### src/rtl/ws_pkg.sv
package ws_pkg;
  parameter int unsigned DEF_N     = 4;
  parameter int unsigned DEF_A_W   = 8;
  parameter int unsigned DEF_W_W   = 8;
  parameter int unsigned DEF_ACC_W = 32;
endpackage

### src/rtl/ws_mac_cell.sv
module ws_mac_cell #(
  parameter int unsigned A_W   = ws_pkg::DEF_A_W,
  parameter int unsigned W_W   = ws_pkg::DEF_W_W,
  parameter int unsigned ACC_W = ws_pkg::DEF_ACC_W
) (
  input  logic             clk_i,
  input  logic             rst_ni,
  input  logic             wt_load_i,
  input  logic [W_W-1:0]   wt_i,
  output logic [W_W-1:0]   wt_o,
  input  logic [A_W-1:0]   act_i,
  output logic [A_W-1:0]   act_o,
  input  logic [ACC_W-1:0] psum_i,
  output logic [ACC_W-1:0] psum_o
);
  localparam int unsigned PW = A_W + W_W;

  logic [W_W-1:0]   wt_q;
  logic [A_W-1:0]   act_q;
  logic [ACC_W-1:0] psum_q;
  logic signed [PW-1:0] prod;
  logic [ACC_W-1:0] prod_ext;

  // weights are not reset: undefined until loaded
  always_ff @(posedge clk_i) begin
    if (wt_load_i) wt_q <= wt_i;
  end

  always_comb begin
    prod     = $signed(act_i) * $signed(wt_q);
    prod_ext = {{(ACC_W-PW){prod[PW-1]}}, prod};
  end

  always_ff @(posedge clk_i or negedge rst_ni) begin
    if (!rst_ni) begin
      act_q  <= '0;
      psum_q <= '0;
    end else begin
      act_q  <= act_i;
      psum_q <= psum_i + prod_ext;
    end
  end

  assign wt_o   = wt_q;
  assign act_o  = act_q;
  assign psum_o = psum_q;
endmodule

### src/rtl/ws_vld_grid.sv
module ws_vld_grid #(
  parameter int unsigned N = ws_pkg::DEF_N
) (
  input  logic                  clk_i,
  input  logic                  rst_ni,
  input  logic                  vld_i,
  output logic [N-1:0][N-1:0]   vld_q_o,
  output logic [N-1:0]          vld_o
);
  localparam int unsigned HW = (N > 1) ? N - 1 : 1;

  logic [HW-1:0]        h_q;
  logic [N-1:0]         h_in;
  logic [N-1:0][N-1:0]  v_q;

  for (genvar c = 0; c < N; c++) begin : g_col
    if (c == 0) begin : g_first
      assign h_in[c] = vld_i;
    end else begin : g_next
      assign h_in[c] = h_q[c-1];
    end
    if (c < N - 1) begin : g_h
      always_ff @(posedge clk_i or negedge rst_ni) begin
        if (!rst_ni) h_q[c] <= 1'b0;
        else         h_q[c] <= h_in[c];
      end
    end
    for (genvar r = 0; r < N; r++) begin : g_row
      always_ff @(posedge clk_i or negedge rst_ni) begin
        if (!rst_ni)     v_q[r][c] <= 1'b0;
        else if (r == 0) v_q[r][c] <= h_in[c];
        else             v_q[r][c] <= v_q[(r == 0) ? 0 : r-1][c];
      end
    end
    assign vld_o[c] = v_q[N-1][c];
  end

  assign vld_q_o = v_q;
endmodule

### src/rtl/ws_systolic_array.sv
module ws_systolic_array #(
  parameter int unsigned N     = ws_pkg::DEF_N,
  parameter int unsigned A_W   = ws_pkg::DEF_A_W,
  parameter int unsigned W_W   = ws_pkg::DEF_W_W,
  parameter int unsigned ACC_W = ws_pkg::DEF_ACC_W
) (
  input  logic               clk_i,
  input  logic               rst_ni,
  input  logic               wt_load_i,
  input  logic [N*W_W-1:0]   wt_i,
  input  logic [N*A_W-1:0]   act_i,
  input  logic               act_vld_i,
  output logic [N*ACC_W-1:0] sum_o,
  output logic [N-1:0]       vld_o
);
  logic [N-1:0][N-1:0][W_W-1:0]   wt_q;
  logic [N-1:0][N-1:0][A_W-1:0]   act_q;
  logic [N-1:0][N-1:0][ACC_W-1:0] psum_q;
  logic [N-1:0][N-1:0][W_W-1:0]   wt_in;
  logic [N-1:0][N-1:0][A_W-1:0]   act_in;
  logic [N-1:0][N-1:0][ACC_W-1:0] psum_in;
  logic [N-1:0][N-1:0]            vld_q;

  for (genvar r = 0; r < N; r++) begin : g_row
    for (genvar c = 0; c < N; c++) begin : g_col
      if (r == 0) begin : g_top
        assign wt_in[r][c]   = wt_i[c*W_W +: W_W];
        assign psum_in[r][c] = '0;
      end else begin : g_inner
        assign wt_in[r][c]   = wt_q[r-1][c];
        assign psum_in[r][c] = psum_q[r-1][c];
      end
      if (c == 0) begin : g_left
        assign act_in[r][c] = act_i[r*A_W +: A_W];
      end else begin : g_right
        assign act_in[r][c] = act_q[r][c-1];
      end

      ws_mac_cell #(.A_W(A_W), .W_W(W_W), .ACC_W(ACC_W)) i_cell (
        .clk_i     (clk_i),
        .rst_ni    (rst_ni),
        .wt_load_i (wt_load_i),
        .wt_i      (wt_in[r][c]),
        .wt_o      (wt_q[r][c]),
        .act_i     (act_in[r][c]),
        .act_o     (act_q[r][c]),
        .psum_i    (psum_in[r][c]),
        .psum_o    (psum_q[r][c])
      );
    end
  end

  for (genvar c = 0; c < N; c++) begin : g_out
    assign sum_o[c*ACC_W +: ACC_W] = psum_q[N-1][c];
  end

  ws_vld_grid #(.N(N)) i_vld (
    .clk_i   (clk_i),
    .rst_ni  (rst_ni),
    .vld_i   (act_vld_i),
    .vld_q_o (vld_q),
    .vld_o   (vld_o)
  );
endmodule

### config.mk
export PLATFORM = sky130hd
export DESIGN_NAME = ws_systolic_array
export DESIGN_NICKNAME = d
export VERILOG_FILES = /design/src/rtl/ws_pkg.sv /design/src/rtl/ws_mac_cell.sv /design/src/rtl/ws_vld_grid.sv /design/src/rtl/ws_systolic_array.sv
export SDC_FILE = /design/constraint.sdc
export NUM_CORES = 2
export LEC_CHECK = 0
export CORE_MARGIN = 2
export CORE_UTILIZATION = 56
export DETAILED_ROUTE_END_ITERATION = 6
export DONT_BUFFER_PORTS = 1
export GPL_ROUTABILITY_DRIVEN = 0
export PLACE_DENSITY = 0.71
export SLEW_MARGIN = 15
export SYNTH_ARGS = -nofsm -noshare
export SYNTH_HDL_FRONTEND = slang
export SYNTH_SLANG_ARGS = --single-unit
### constraint.sdc
create_clock -name clk_i -period 6.8 [get_ports clk_i]
set_input_delay 2.04 -clock clk_i [delete_from_list [all_inputs] [get_ports clk_i]]
set_output_delay 2.04 -clock clk_i [all_outputs]
set_load 0.03 [all_outputs]
==> results.ini <==
[run_status]
status=completed

[floorplanning]
top_level_ports=200
fp.dieH_um=339
core_um2=111000
dieArea_um2=115000
die_width_um=339
initial_utilization=0.566
row_count=122

[critical_path]
required_ns=7.35
cpMaxStageDelayCell=fa_1
critPathMaxStageDelay_ns=0.57
worstPathCellList=and2_1 -> fa_1 -> fa_1 -> fa_1 -> fa_1 -> ha_1 -> ha_1 -> o21a_1 -> o31a_1 -> o41ai_2 -> o211ai_1 -> a2111oi_0 -> nor3b_1
start_kind=input pin
crit_top_cell=fa_1
cp.arrival_ns=6.43
critPathKind=in2reg
critPathMaxFanout=10
worstSetupEndpointType=flop

[clocking]
htree_levels=2
numCtsBuffers=61
cts_tree=yes
cts_resized=0
cts-root-buf=clkbuf_16
clockBufferDepth=3
postCtsHoldBufs=0
cts_sinks=511
post-cts-setup-buffers=0
clock_latency_ns=0.69
clk_transition_reported_paths_ns=0.06

[min_path]
hold_path_class=reg2reg

[timing]
max_slew.worst_pin.slew_ns=1.16
slew_headroom=0.228
rsz0062_at_grt=false
holdWs_ns=0.350
slew_violations=0
fin_crit_ns=5.88
fmax_mhz=170
fin_tns_setup_ns=0
setup-violations-final=0
finalCritPeriodShare=0.864
worst_clock_skew_ns=0.0370
hold_viol=0

[global_routing]
grt_pass1_vias=40600
grt_max_degree=384
grt_antenna_before_repair=0
grt_pass1_wl_mm=199
overflow=0
grt_usage=0.209

[cells_and_area]
final_common_cell=inv_1
drive_above_1_share=0.0220
final_net_count=7676
fill_cells=9163
final_cell_mix=inv_1, fa_1, ha_1
final_cells=7353
area_delta_synth_final_pct=5.67
design_area_um2=66300
diodes=0

[drt]
drc=0
drt-vias-per-instance=5.08
ant_nets=0
avgRoutedWirePerCell_um=15.3
totalWireLength_mm=113
drt_iter0_drc=1548
dr_total_vias=37300
dr.pass1.iters=5

[place]
io_buffers=0
placed_area_um2=64200
hpwl_mm=94.2
dp_cells=7237

[synth]
synthArstFlopShare=0.750
ys_seq_area_frac=0.214
ys_ff_latch=511
ys_types=61
syn_avg_cell_area_um2=10.8
syn_inst=5804
synth_area_um2=62700
yosys_most_used_dff=dfrtp_1
ys_warn_count=0
syn-num-nets=7668
synth-edff-count=128

[job]
maxCapViolations=0

-- per-layer routing --
layer,track usage,up-vias,part of all wire
met5,0,-,0
met4,0.0433,0,0.017
met3,0.0259,119,0.034
met2,0.349,486,0.48
met1,0.296,19000,0.47
li1,-,17700,-
-- per-stage QoR --
stage | worst slack (ns) | utilization
2_1_floorplan | 0.117 | -
3_3_place_gp | 0.332 | 0.579
3_5_place_dp | 0.216 | 0.579
4_1_cts | 0.924 | 0.598
5_1_grt | 0.677 | 0.598
6_report | 0.922 | 0.598
-- worst max-delay path: cells and delay by family --
| kind | cells | cell delay [ns] |
|---|---|---|
| and+or+nand+nor | 2 | 0.54 |
| AOI/OAI and AO/OA | 5 | 1.22 |
| adders and majority gates | 6 | 2.62 |
-- path summary, 6_finish.rpt --
check	slack [ns]	end	cells after the start	start
max in group asynchronous	5.13	g_row[0].g_col[0].i_cell.act_o[5]	0	rst_ni
min in group asynchronous	1.05	g_row[3].g_col[3].i_cell.psum_o[16]	0	rst_ni
worst max-delay path	0.92	g_row[3].g_col[0].i_cell.psum_o[18]	13	act_i[31]
worst max register to register	0.99	g_row[3].g_col[3].i_cell.psum_o[15]	15	g_row[3].g_col[3].i_cell.wt_o[0]
worst min register to register	0.35	i_vld.h_in[3]	0	i_vld.vld_q_o[1]
worst min-delay path	0.35	i_vld.h_in[3]	0	i_vld.vld_q_o[1]
-- cells in the mapped netlist (all sizes together) (31+ instances only) --
cell type  count  area (um2)
nand2        398        1490
dfrtp        383        9580
xnor2        194        1700
o21ai         97         485
nand2b        44         275
a211oi        31         233
fa          1180       23600
ha           616        7710
xor2          35         307
nor2b         98         613
buf           52         390
a21o          35         264
and2         567        3550
inv         1378        5170
nor2         154         578
edfxtp       128        3840
nor3          31         155
a21oi         85         425
o21a          54         408
-- cell families after synthesis --
| logic type | after synthesis | share of synthesized area |
|---|---|---|
| XOR/XNOR | 229 | 0.0320 |
| buffers and inverters | 1437 | 0.0891 |
| adder cells (fa/ha/maj) | 1796 | 0.500 |
| AND/OR/NAND/NOR | 1385 | 0.116 |
| flip-flops | 511 | 0.214 |
| multiplexers | 16 | 0.00279 |
| AO/OA/AOI/OAI | 430 | 0.0463 |
-- area by class of cell --
class / count / area [um2] / share of cell area
Multi-Input combinational cell: 3856 / 43700 / 0.659
Inverter: 1378 / 5170 / 0.0781
Clock inverter: 32 / 332 / 0.00500
Tap cell: 1488 / 1860 / 0.0281
Clock buffer: 84 / 1740 / 0.0262
Timing Repair Buffer: 4 / 30.0 / 0.000453
Sequential cell: 511 / 13400 / 0.203
-- sequential cells by signal (all words and copies together) (netlist names) --
| register | flops |
|---|---|
| g_row.g_col.i_cell.act_o | 96 |
| g_row.g_col.i_cell.psum_o | 280 |
| g_row.g_col.i_cell.wt_o | 128 |
| i_vld.h_in | 1 |
| i_vld.vld_o | 2 |
| i_vld.vld_q_o | 4 |
Power is left out: the tool's default activity adds up to more than one toggle a clock period on the data nets, which glitch-free logic cannot reach.
